==> src/rtl/tcs_pkg.sv <==
package tcs_pkg;
  typedef enum logic [1:0] {
    OP_PLAIN = 2'd0,
    OP_BIAS  = 2'd1,
    OP_LEVEL = 2'd2,
    OP_PROJ  = 2'd3
  } tex_op_e;

  typedef enum logic [2:0] {
    TGT_1D   = 3'd0,
    TGT_2D   = 3'd1,
    TGT_3D   = 3'd2,
    TGT_CUBE = 3'd3,
    TGT_RECT = 3'd4
  } tex_tgt_e;

  typedef enum logic [1:0] {
    ST_IDLE = 2'd0,
    ST_SEND = 2'd1,
    ST_WAIT = 2'd2,
    ST_DONE = 2'd3
  } seq_st_e;

  localparam int TGT_W = 3;
endpackage

==> src/rtl/tcs_coord_sel.sv <==
module tcs_coord_sel #(
  parameter int W    = 16,
  parameter int FRAC = 8
) (
  input  logic [1:0]   op_i,
  input  logic [W-1:0] x_i,
  input  logic [W-1:0] y_i,
  input  logic [W-1:0] z_i,
  input  logic [W-1:0] w_i,
  output logic [W-1:0] s_o,
  output logic [W-1:0] t_o,
  output logic [W-1:0] r_o,
  output logic [W-1:0] q_o
);
  import tcs_pkg::*;

  localparam logic [W-1:0] ONE = W'(1) << FRAC;

  assign s_o = x_i;
  assign t_o = y_i;
  assign r_o = z_i;
  // only the projective form forwards w as a coordinate
  assign q_o = (op_i == OP_PROJ) ? w_i : ONE;
endmodule

==> src/rtl/tcs_lod_calc.sv <==
module tcs_lod_calc #(
  parameter int W = 16
) (
  input  logic [1:0]   op_i,
  input  logic [W-1:0] w_i,
  input  logic [W-1:0] obj_bias_i,
  input  logic [W-1:0] unit_bias_i,
  input  logic [W-1:0] lod_min_i,
  input  logic [W-1:0] lod_max_i,
  output logic [W-1:0] lod_o
);
  import tcs_pkg::*;

  // two guard bits hold a three-term sum without wrap
  localparam int EW = W + 2;
  localparam logic signed [EW-1:0] SAT_HI = {3'b000, {(W-1){1'b1}}};
  localparam logic signed [EW-1:0] SAT_LO = {3'b111, {(W-1){1'b0}}};

  logic signed [EW-1:0] w_e, obj_e, unit_e, min_e, max_e;
  logic signed [EW-1:0] bias_sum, bias_clamped, level_sum, level_sat;

  assign w_e    = {{2{w_i[W-1]}}, w_i};
  assign obj_e  = {{2{obj_bias_i[W-1]}}, obj_bias_i};
  assign unit_e = {{2{unit_bias_i[W-1]}}, unit_bias_i};
  assign min_e  = {{2{lod_min_i[W-1]}}, lod_min_i};
  assign max_e  = {{2{lod_max_i[W-1]}}, lod_max_i};

  always_comb begin
    bias_sum = obj_e + unit_e;
    if (op_i == OP_BIAS) bias_sum = bias_sum + w_e;

    if (bias_sum < min_e)      bias_clamped = min_e;
    else if (bias_sum > max_e) bias_clamped = max_e;
    else                       bias_clamped = bias_sum;

    // explicit level is added after the clamp
    level_sum = w_e + bias_clamped;
    if (level_sum > SAT_HI)      level_sat = SAT_HI;
    else if (level_sum < SAT_LO) level_sat = SAT_LO;
    else                         level_sat = level_sum;

    lod_o = (op_i == OP_LEVEL) ? level_sat[W-1:0] : bias_clamped[W-1:0];
  end
endmodule

==> src/rtl/tcs_ctrl.sv <==
module tcs_ctrl (
  input  logic clk_i,
  input  logic rst_ni,
  input  logic req_valid_i,
  input  logic smp_ready_i,
  input  logic ret_valid_i,
  input  logic res_ready_i,
  output logic req_ready_o,
  output logic smp_valid_o,
  output logic ret_ready_o,
  output logic res_valid_o,
  output logic load_req_o,
  output logic load_ret_o
);
  import tcs_pkg::*;

  seq_st_e st_q, st_d;

  assign req_ready_o = (st_q == ST_IDLE);
  assign smp_valid_o = (st_q == ST_SEND);
  assign ret_ready_o = (st_q == ST_WAIT);
  assign res_valid_o = (st_q == ST_DONE);
  assign load_req_o  = req_ready_o & req_valid_i;
  assign load_ret_o  = ret_ready_o & ret_valid_i;

  always_comb begin
    st_d = st_q;
    unique case (st_q)
      ST_IDLE: if (req_valid_i) st_d = ST_SEND;
      ST_SEND: if (smp_ready_i) st_d = ST_WAIT;
      ST_WAIT: if (ret_valid_i) st_d = ST_DONE;
      ST_DONE: if (res_ready_i) st_d = ST_IDLE;
      default: st_d = ST_IDLE;
    endcase
  end

  always_ff @(posedge clk_i or negedge rst_ni) begin
    if (!rst_ni) st_q <= ST_IDLE;
    else         st_q <= st_d;
  end

  assert_busy_after_accept_R9: assert property (@(posedge clk_i) disable iff (!rst_ni)
    (req_valid_i && req_ready_o) |=> !req_ready_o);
  assert_ret_opens_R11: assert property (@(posedge clk_i) disable iff (!rst_ni)
    (smp_valid_o && smp_ready_i) |=> ret_ready_o);
  assert_res_follows_R11: assert property (@(posedge clk_i) disable iff (!rst_ni)
    (ret_valid_i && ret_ready_o) |=> res_valid_o);
  assert_idle_after_res_R9: assert property (@(posedge clk_i) disable iff (!rst_ni)
    (res_valid_o && res_ready_i) |=> req_ready_o);
endmodule

==> src/rtl/tex_coord_setup.sv <==
module tex_coord_setup #(
  parameter int W    = 16,
  parameter int FRAC = 8,
  parameter int UW   = 4
) (
  input  logic          clk_i,
  input  logic          rst_ni,
  input  logic          req_valid_i,
  output logic          req_ready_o,
  input  logic [1:0]    req_op_i,
  input  logic [W-1:0]  req_x_i,
  input  logic [W-1:0]  req_y_i,
  input  logic [W-1:0]  req_z_i,
  input  logic [W-1:0]  req_w_i,
  input  logic [UW-1:0] req_unit_i,
  input  logic [2:0]    req_tgt_i,
  input  logic [W-1:0]  obj_bias_i,
  input  logic [W-1:0]  unit_bias_i,
  input  logic [W-1:0]  lod_min_i,
  input  logic [W-1:0]  lod_max_i,
  output logic          smp_valid_o,
  input  logic          smp_ready_i,
  output logic [W-1:0]  smp_s_o,
  output logic [W-1:0]  smp_t_o,
  output logic [W-1:0]  smp_r_o,
  output logic [W-1:0]  smp_q_o,
  output logic [W-1:0]  smp_lod_o,
  output logic [UW-1:0] smp_unit_o,
  output logic [2:0]    smp_tgt_o,
  input  logic          ret_valid_i,
  output logic          ret_ready_o,
  input  logic [W-1:0]  ret_r_i,
  input  logic [W-1:0]  ret_g_i,
  input  logic [W-1:0]  ret_b_i,
  input  logic [W-1:0]  ret_a_i,
  output logic          res_valid_o,
  input  logic          res_ready_i,
  output logic [W-1:0]  res_x_o,
  output logic [W-1:0]  res_y_o,
  output logic [W-1:0]  res_z_o,
  output logic [W-1:0]  res_w_o
);
  import tcs_pkg::*;

  localparam int LANES = 4;

  logic         load_req, load_ret;
  logic [W-1:0] s_c, t_c, r_c, q_c, lod_c;
  logic [W-1:0] ret_lane [LANES];
  logic [W-1:0] res_lane [LANES];

  tcs_ctrl u_ctrl (
    .clk_i       (clk_i),
    .rst_ni      (rst_ni),
    .req_valid_i (req_valid_i),
    .smp_ready_i (smp_ready_i),
    .ret_valid_i (ret_valid_i),
    .res_ready_i (res_ready_i),
    .req_ready_o (req_ready_o),
    .smp_valid_o (smp_valid_o),
    .ret_ready_o (ret_ready_o),
    .res_valid_o (res_valid_o),
    .load_req_o  (load_req),
    .load_ret_o  (load_ret)
  );

  tcs_coord_sel #(.W(W), .FRAC(FRAC)) u_coord (
    .op_i (req_op_i),
    .x_i  (req_x_i),
    .y_i  (req_y_i),
    .z_i  (req_z_i),
    .w_i  (req_w_i),
    .s_o  (s_c),
    .t_o  (t_c),
    .r_o  (r_c),
    .q_o  (q_c)
  );

  tcs_lod_calc #(.W(W)) u_lod (
    .op_i        (req_op_i),
    .w_i         (req_w_i),
    .obj_bias_i  (obj_bias_i),
    .unit_bias_i (unit_bias_i),
    .lod_min_i   (lod_min_i),
    .lod_max_i   (lod_max_i),
    .lod_o       (lod_c)
  );

  always_ff @(posedge clk_i or negedge rst_ni) begin
    if (!rst_ni) begin
      smp_s_o    <= '0;
      smp_t_o    <= '0;
      smp_r_o    <= '0;
      smp_q_o    <= '0;
      smp_lod_o  <= '0;
      smp_unit_o <= '0;
      smp_tgt_o  <= '0;
    end else if (load_req) begin
      smp_s_o    <= s_c;
      smp_t_o    <= t_c;
      smp_r_o    <= r_c;
      smp_q_o    <= q_c;
      smp_lod_o  <= lod_c;
      smp_unit_o <= req_unit_i;
      smp_tgt_o  <= req_tgt_i;
    end
  end

  // RGBA order maps onto xyzw order
  assign ret_lane[0] = ret_r_i;
  assign ret_lane[1] = ret_g_i;
  assign ret_lane[2] = ret_b_i;
  assign ret_lane[3] = ret_a_i;

  for (genvar gi = 0; gi < LANES; gi++) begin : g_lane
    always_ff @(posedge clk_i or negedge rst_ni) begin
      if (!rst_ni)       res_lane[gi] <= '0;
      else if (load_ret) res_lane[gi] <= ret_lane[gi];
    end
  end

  assign res_x_o = res_lane[0];
  assign res_y_o = res_lane[1];
  assign res_z_o = res_lane[2];
  assign res_w_o = res_lane[3];

  assert_smp_first_R11: assert property (@(posedge clk_i) disable iff (!rst_ni)
    (req_valid_i && req_ready_o) |=> smp_valid_o);
  assert_smp_hold_R10: assert property (@(posedge clk_i) disable iff (!rst_ni)
    (smp_valid_o && !smp_ready_i) |=> (smp_valid_o && $stable(smp_s_o) && $stable(smp_t_o)
      && $stable(smp_r_o) && $stable(smp_q_o) && $stable(smp_lod_o)));
  assert_res_hold_R10: assert property (@(posedge clk_i) disable iff (!rst_ni)
    (res_valid_o && !res_ready_i) |=> (res_valid_o && $stable(res_x_o) && $stable(res_y_o)
      && $stable(res_z_o) && $stable(res_w_o)));
  assert_tgt_pass_R7: assert property (@(posedge clk_i) disable iff (!rst_ni)
    (req_valid_i && req_ready_o) |=> (smp_tgt_o == $past(req_tgt_i)
      && smp_unit_o == $past(req_unit_i)));
  assert_lod_range_R4: assert property (@(posedge clk_i) disable iff (!rst_ni)
    (req_valid_i && req_ready_o && req_op_i != OP_LEVEL
      && $signed(lod_min_i) <= $signed(lod_max_i))
    |=> ($signed(smp_lod_o) >= $signed($past(lod_min_i))
      && $signed(smp_lod_o) <= $signed($past(lod_max_i))));
  assert_lane_order_R8: assert property (@(posedge clk_i) disable iff (!rst_ni)
    (ret_valid_i && ret_ready_o) |=> (res_x_o == $past(ret_r_i) && res_w_o == $past(ret_a_i)));
endmodule

==> config.mk <==
export PLATFORM = sky130hd
export DESIGN_NAME = tex_coord_setup
export DESIGN_NICKNAME = d
export VERILOG_FILES = /design/src/rtl/tcs_pkg.sv /design/src/rtl/tcs_coord_sel.sv /design/src/rtl/tcs_lod_calc.sv /design/src/rtl/tcs_ctrl.sv /design/src/rtl/tex_coord_setup.sv
export SDC_FILE = /design/constraint.sdc
export NUM_CORES = 1
export LEC_CHECK = 0
export ABC_AREA = 1
export BUFFER_PORTS_ARGS = -buffer_cell sky130_fd_sc_hd__buf_2
export CORE_UTILIZATION = 45
export DETAILED_ROUTE_END_ITERATION = 7
export HOLD_SLACK_MARGIN = 0.08
export PLACE_DENSITY = 0.85
export SYNTH_ARGS = -nofsm -noshare
export SYNTH_HDL_FRONTEND = slang
export SYNTH_SLANG_ARGS = --single-unit
==> constraint.sdc <==
create_clock -name clk_i -period 1.8 [get_ports clk_i]
set_input_delay 0.36 -clock clk_i [delete_from_list [all_inputs] [get_ports clk_i]]
set_output_delay 0.36 -clock clk_i [all_outputs]
set_load 0.02 [all_outputs]
==> results of run 1 <==
[Yosys cell counts (all sizes together) (3+ instances only)]
cell | instances | share of area
a21boi | 4 | 0.0033
a21o | 3 | 0.0022
a21oi | 60 | 0.031
a22o | 13 | 0.011
a31oi | 7 | 0.0043
buf | 7 | 0.0055
clkbuf | 26 | 0.0097
dfrtp | 153 | 0.38
fa | 3 | 0.0059
ha | 90 | 0.11
inv | 149 | 0.056
mux2 | 64 | 0.071
nand2 | 456 | 0.17
nand3 | 57 | 0.031
nand3b | 3 | 0.0022
nand4 | 5 | 0.0031
nor2 | 34 | 0.013
nor3 | 6 | 0.0040
o211ai | 14 | 0.011
o21ai | 57 | 0.028
o21bai | 8 | 0.0059
or2 | 11 | 0.0068
xnor2 | 4 | 0.0035
xor2 | 20 | 0.017
[logic make-up after synthesis]
logic type      count (synthesis)
compound gates                174
xor+xnor                       24
fa+ha+maj                      93
buf+inv                       182
flops                         153
mux                            64
simple gates                  575
[through the flow]
stage / setup slack [ps] / hold WS, ps / area, um^2 / setup TNS, ps / std cells
after floorplan: -4450 / 64.4 / 10300 / -69790 / 1265
after global placement: -5060 / 262 / 14100 / -79740 / 2097
after detailed placement: -5290 / 265 / 14100 / -83960 / 2097
after CTS: -4340 / 101 / 15500 / -68850 / 2168
after global routing: -5450 / 122 / 15900 / -86090 / 2185
final: -5140 / 118 / 15900 / -81230 / 2186
[worst max-delay path, delay by kind of cell]
kind	cells	cell delay (ps)
adders and majority gates	5	1230
AOI/OAI and AO/OA	10	1940
and+or+nand+nor	23	2700
buffers and inverters	9	970
[power by group through the flow]
| stage | Combinational, W | Clock (W) | Sequential [W] |
|---|---|---|---|
| 4_1_cts | 0.0151 | 0.00381 | 0.00596 |
| 5_1_grt | 0.0178 | 0.00394 | 0.00623 |
| 3_3_place_gp | 0.0133 | 0 | 0.00590 |
| 3_5_place_dp | 0.0137 | 0 | 0.00600 |
| 2_1_floorplan | 0.00631 | 0 | 0.00797 |
| 6_report | 0.0167 | 0.00380 | 0.00604 |
[area by class of cell]
class	count	area, um^2	share of cell area
clock buffers	17	425	0.0267
diodes	6	15.0	0.000943
clock inverters	15	189	0.0119
well taps	280	350	0.0220
repair buffers	634	4040	0.254
multi-input cells	931	6490	0.408
repair inverters	1	8.76	0.000550
flip-flops and latches	153	3830	0.240
inverters	149	569	0.0357
[repair_timing]
action,in CTS,in global routing
endpoints found under the hold margin,27,0
hold buffers,1,0
resized for setup,108,81
setup buffers,35,13
endpoints found under the setup margin,17,41
pin swaps,74,65
gates cloned,3,0
[worst paths after layout]
| kind | start | slack (ps) | cells after the start | end |
|---|---|---|---|---|
| worst max-delay path | obj_bias_i[0] | -5140 | 47 | smp_lod_o[2]$_DFFE_PN0P_ |
| worst min-delay path | req_unit_i[3] | 120 | 3 | smp_unit_o[3]$_DFFE_PN0P_ |
| worst max register to register | u_ctrl.st_q[0]$_DFFE_PN0P_ | 60 | 9 | smp_lod_o[9]$_DFFE_PN0P_ |
| worst min register to register | smp_tgt_o[0]$_DFFE_PN0P_ | 480 | 2 | smp_tgt_o[0]$_DFFE_PN0P_ |
| max in group asynchronous | rst_ni | 720 | 3 | smp_r_o[6]$_DFFE_PN0P_ |
| min in group asynchronous | rst_ni | 370 | 2 | smp_unit_o[1]$_DFFE_PN0P_ |
[registers in the layout (all words and copies together) (netlist names)]
name,count
smp_t_o,16
res_z_o,16
u_ctrl.st_q,2
smp_lod_o,16
smp_tgt_o,3
smp_q_o,16
smp_r_o,16
smp_unit_o,4
smp_s_o,16
res_y_o,16
res_x_o,16
res_w_o,16
[layer usage]
metal,global-route usage,vias to the layer above,part of all wire
li1,-,5367,-
met1,0.391,5672,0.36
met2,0.575,910,0.48
met3,0.0757,285,0.097
met4,0.214,0,0.072
met5,0,-,0
==> impl_metrics.json, run 1 <==
{
  "status": "finished, violations left",
  "violations": "setup timing",
  "yosys_warnings": 0,
  "synth-simple-area-share": 0.237,
  "port_buffers": 361,
  "ys_ff_latch": 153,
  "synthArstFlopShare": 1.00,
  "final_common_cell": "nand2_1",
  "cpMostUsedCell": "nand2_1",
  "die_w_um": 152,
  "crit_slowest_cell": "a21oi_1",
  "fill_cells": 1513,
  "clk_pin_slew_worst_paths_ps": 80,
  "area_growth_pct": 57.7,
  "drive_gt1_frac": 0.498,
  "firstDrtPassIters": 8,
  "final_hold_viol_count": 0,
  "cap_violations": 0,
  "place.gp.congestion": 0.930,
  "switching_share": 0.473,
  "vias": 12200,
  "max_freq_ghz": 0.144,
  "netlist_area_um2": 10100,
  "cp.required_ps": 2110,
  "finalPower_w": 0.0266,
  "synthFlopType": "dfrtp_1",
  "dpl.hpwl_um": 27900,
  "nets": 2187,
  "dieArea_um2": 23000,
  "p_per_area_nw_per_um2": 1670,
  "tritoncts": "done",
  "finish.utilization": 0.727,
  "design.core.area_um2": 21900,
  "drtIter0Drc": 1191,
  "synth_compound_gate_area_share": 0.103,
  "avgViaCountPerCell": 5.60,
  "placementRows": 54,
  "critPathLaunchType": "input pin",
  "path_max_fanout": 8,
  "grt_max_degree": 62,
  "pwr-share-comb": 0.630,
  "wl_um": 43400,
  "muxShareOfSynthArea": 0.0714,
  "worstPathArrival_ps": 7240,
  "synth_fp_nets": 1565,
  "synth_edf_count": 0,
  "ctsLongestPathBuffers": 2,
  "period_share": 3.85,
  "slew_headroom": 0.565,
  "wl_per_cell_um": 19.8,
  "final.min_clock_period_ps": 6940,
  "cts.sinks": 153,
  "vdd_drop_max_v": 0.000995,
  "cts_inserted_buffers": 17,
  "synth.avg_cell_area_um2": 7.98,
  "clk_latency_ps": 430,
  "final_cell_mix": "nand2_1, buf_2, buf_4",
  "antenna_left": 0,
  "max_stage_delay_ps": 540,
  "fin_ws_ps": -5140,
  "finalMaxSlewViolations": 0,
  "synth_xor_area_frac": 0.0208,
  "p_int_w": 0.0140,
  "synth_top_family_by_area": "simple AND/OR/NAND/NOR gates",
  "io_pins": 362,
  "grt-ovfl-total": 0,
  "grt_antenna_before_repair": 5,
  "initial_core_util": 0.461,
  "setup_viol": 16,
  "synth.distinct_cells": 50,
  "grt_pass1_wl_um": 59300,
  "grt_pass1_vias": 11700,
  "clkPwrFrac": 0.143,
  "seqPwrFrac": 0.227,
  "synth-adder-area-share": 0.117,
  "clock_skew_ps": 19.4,
  "worst_slew_pin_slew_ps": 652,
  "synth_cells": 1265,
  "cts_root_buffer": "clkbuf_16",
  "rsz0062_at_grt": "yes",
  "htreeDepth": 4,
  "leakage_nw": 8.84,
  "ys_seq_area_frac": 0.379,
  "min-delay-path-class": "in2reg",
  "drc": 0,
  "grt_use_total": 0.341,
  "end_kind": "flop",
  "crit_type": "in2reg",
  "netSwitchingPower_w": 0.0126,
  "die_y_um": 152
}
(Power assumes the default switching activity.)
==> run 2, diff against run 1 <==
--- a/config.mk
+++ b/config.mk
@@ -7,10 +7,12 @@
 export LEC_CHECK = 0
 export ABC_AREA = 1
 export BUFFER_PORTS_ARGS = -buffer_cell sky130_fd_sc_hd__buf_2
+export CORE_MARGIN = 2
 export CORE_UTILIZATION = 45
 export DETAILED_ROUTE_END_ITERATION = 7
 export HOLD_SLACK_MARGIN = 0.08
 export PLACE_DENSITY = 0.85
+export RECOVER_POWER = 50
 export SYNTH_ARGS = -nofsm -noshare
 export SYNTH_HDL_FRONTEND = slang
 export SYNTH_SLANG_ARGS = --single-unit
==> run 2 against run 1 <==
Against the previous run: the flow still finishes with violations (setup timing); flip-flop and latch count unchanged; highest routed layer unchanged; critical path depth is 2 higher; largest cell class unchanged; critical endpoint is now smp_lod_o[7]$_DFFE_PN0P_; cell area grew 0.46%; sequential power shrank 0.8%.
==> impl_metrics.json, run 2 (synthesized netlist as in run 1, its figures left out) <==
{
  "min_to": "smp_s_o[3]$_DFFE_PN0P_",
  "leakage_nw": 8.69,
  "worstPathArrival_ps": 6980,
  "wl_per_cell_um": 18.7,
  "worst_slew_pin_slew_ps": 1230,
  "htreeDepth": 4,
  "grt_pass1_vias": 11600,
  "clk_pin_slew_worst_paths_ps": 80,
  "nets": 2196,
  "period_share": 3.67,
  "drc": 0,
  "fin_ws_ps": -4810,
  "tritoncts": "done",
  "cts_inserted_buffers": 17,
  "area_growth_pct": 58.5,
  "path_max_fanout": 8,
  "final_common_cell": "nand2_1",
  "cp.required_ps": 2170,
  "drtIter0Drc": 887,
  "violations": "setup timing",
  "crit_slowest_cell": "ha_1",
  "final.min_clock_period_ps": 6610,
  "vdd_drop_max_v": 0.000936,
  "max_stage_delay_ps": 340,
  "finalPower_w": 0.0262,
  "initial_core_util": 0.461,
  "grt_antenna_before_repair": 11,
  "crit_type": "in2reg",
  "dp_cells": 2090,
  "status": "finished, violations left",
  "whs_path_depth": 3,
  "cts_root_buffer": "clkbuf_16",
  "slew_headroom": 0.182,
  "hold_slack_ps": 111,
  "wl_um": 41200,
  "final_hold_viol_count": 0,
  "cap_violations": 0,
  "grt_max_degree": 53,
  "firstDrtPassIters": 5,
  "end_kind": "flop",
  "dpl.hpwl_um": 29600,
  "place.gp.congestion": 0.939,
  "avgViaCountPerCell": 5.33,
  "grt_pass1_wl_um": 60200,
  "r2r_slack_ps": 130,
  "die_w_um": 154,
  "antenna_left": 0,
  "r2r_end": "res_w_o[2]$_DFFE_PN0P_",
  "drive_gt1_frac": 0.467,
  "setup_viol": 16,
  "critPathLaunchType": "input pin",
  "port_buffers": 361,
  "die_y_um": 154,
  "clk_latency_ps": 450,
  "r2r_cells": 5,
  "final_cell_mix": "nand2_1, buf_2, buf_4",
  "placementRows": 54,
  "vias": 11700,
  "fin_cells": 2199,
  "cpMostUsedCell": "nand2_1",
  "design.core.area_um2": 21900,
  "max_freq_ghz": 0.151,
  "hp-start": "req_x_i[3]",
  "cts.sinks": 153,
  "clock_skew_ps": 13.4,
  "p_per_area_nw_per_um2": 1640,
  "grt_use_total": 0.324,
  "ctsLongestPathBuffers": 2,
  "io_pins": 362,
  "rsz0062_at_grt": "yes",
  "r2r_start": "u_ctrl.st_q[0]$_DFFE_PN0P_",
  "grt-ovfl-total": 0,
  "dieArea_um2": 23600,
  "finalMaxSlewViolations": 0,
  "min-delay-path-class": "in2reg"
}
-- run 2: worst max-delay path by stage --
stage / startpoint / endpoint / slack (ps) / cells after the start
after floorplan: obj_bias_i[0] / smp_lod_o[0]$_DFFE_PN0P_ / -4450 / 50
after global placement: obj_bias_i[0] / smp_lod_o[14]$_DFFE_PN0P_ / -4920 / 46
after detailed placement: obj_bias_i[0] / smp_lod_o[14]$_DFFE_PN0P_ / -5110 / 50
after CTS: unit_bias_i[0] / smp_lod_o[7]$_DFFE_PN0P_ / -4340 / 48
after global routing: unit_bias_i[0] / smp_lod_o[14]$_DFFE_PN0P_ / -5090 / 47
final: unit_bias_i[0] / smp_lod_o[7]$_DFFE_PN0P_ / -4810 / 49
-- run 2: per-layer routing --
metal	GRT usage	part of all wire
met5	0	0
met2	0.572	0.49
met1	0.369	0.37
met4	0.183	0.070
met3	0.0552	0.071
-- run 2: worst max-delay path: cells and delay by family --
| kind | cells | cell delay, ps |
|---|---|---|
| XOR/XNOR | 2 | 410 |
| adder cells (fa/ha/maj) | 5 | 1280 |
| buffers and inverters | 10 | 1060 |
| AO/OA/AOI/OAI | 9 | 1140 |
| AND/OR/NAND/NOR | 23 | 2710 |
-- run 2: cell type report --
cell class	instances	area, um^2
Multi-Input combinational cell	933	6610
Fill cell	1594	5890
Clock inverter	15	200
Sequential cell	153	3830
Inverter	149	577
Tap cell	280	350
Timing Repair Buffer	641	3970
Timing Repair inverter	1	11.3
Antenna cell	10	25.0
Clock buffer	17	425
-- run 2: power breakdown --
| group | internal [W] | switching (W) | leakage, nW |
|---|---|---|---|
| Combinational | 0.00680 | 0.00955 | 6.52 |
| Clock | 0.00202 | 0.00182 | 0.298 |
| Sequential | 0.00510 | 0.000896 | 1.88 |
-- run 2: metrics by stage --
stage               cell area, um^2  worst slack (ps)  setup TNS, ps   util
floorplan                     10300             -4450         -69790      -
global placement              14000             -4920         -77880  0.640
detailed placement            14000             -5110         -80990  0.640
CTS                           15500             -4340         -69010  0.707
global route                  16000             -5090         -80830  0.731
finish                        16000             -4810         -75870  0.731
-- run 2: what timing repair did --
item                       CTS  global route
setup endpoints to repair   18            67
cloned                       4             0
pin swaps                   65            65
setup buffers               51            13
hold buffers                 1             0
hold endpoints to repair    46             0
gates resized for setup     94           114
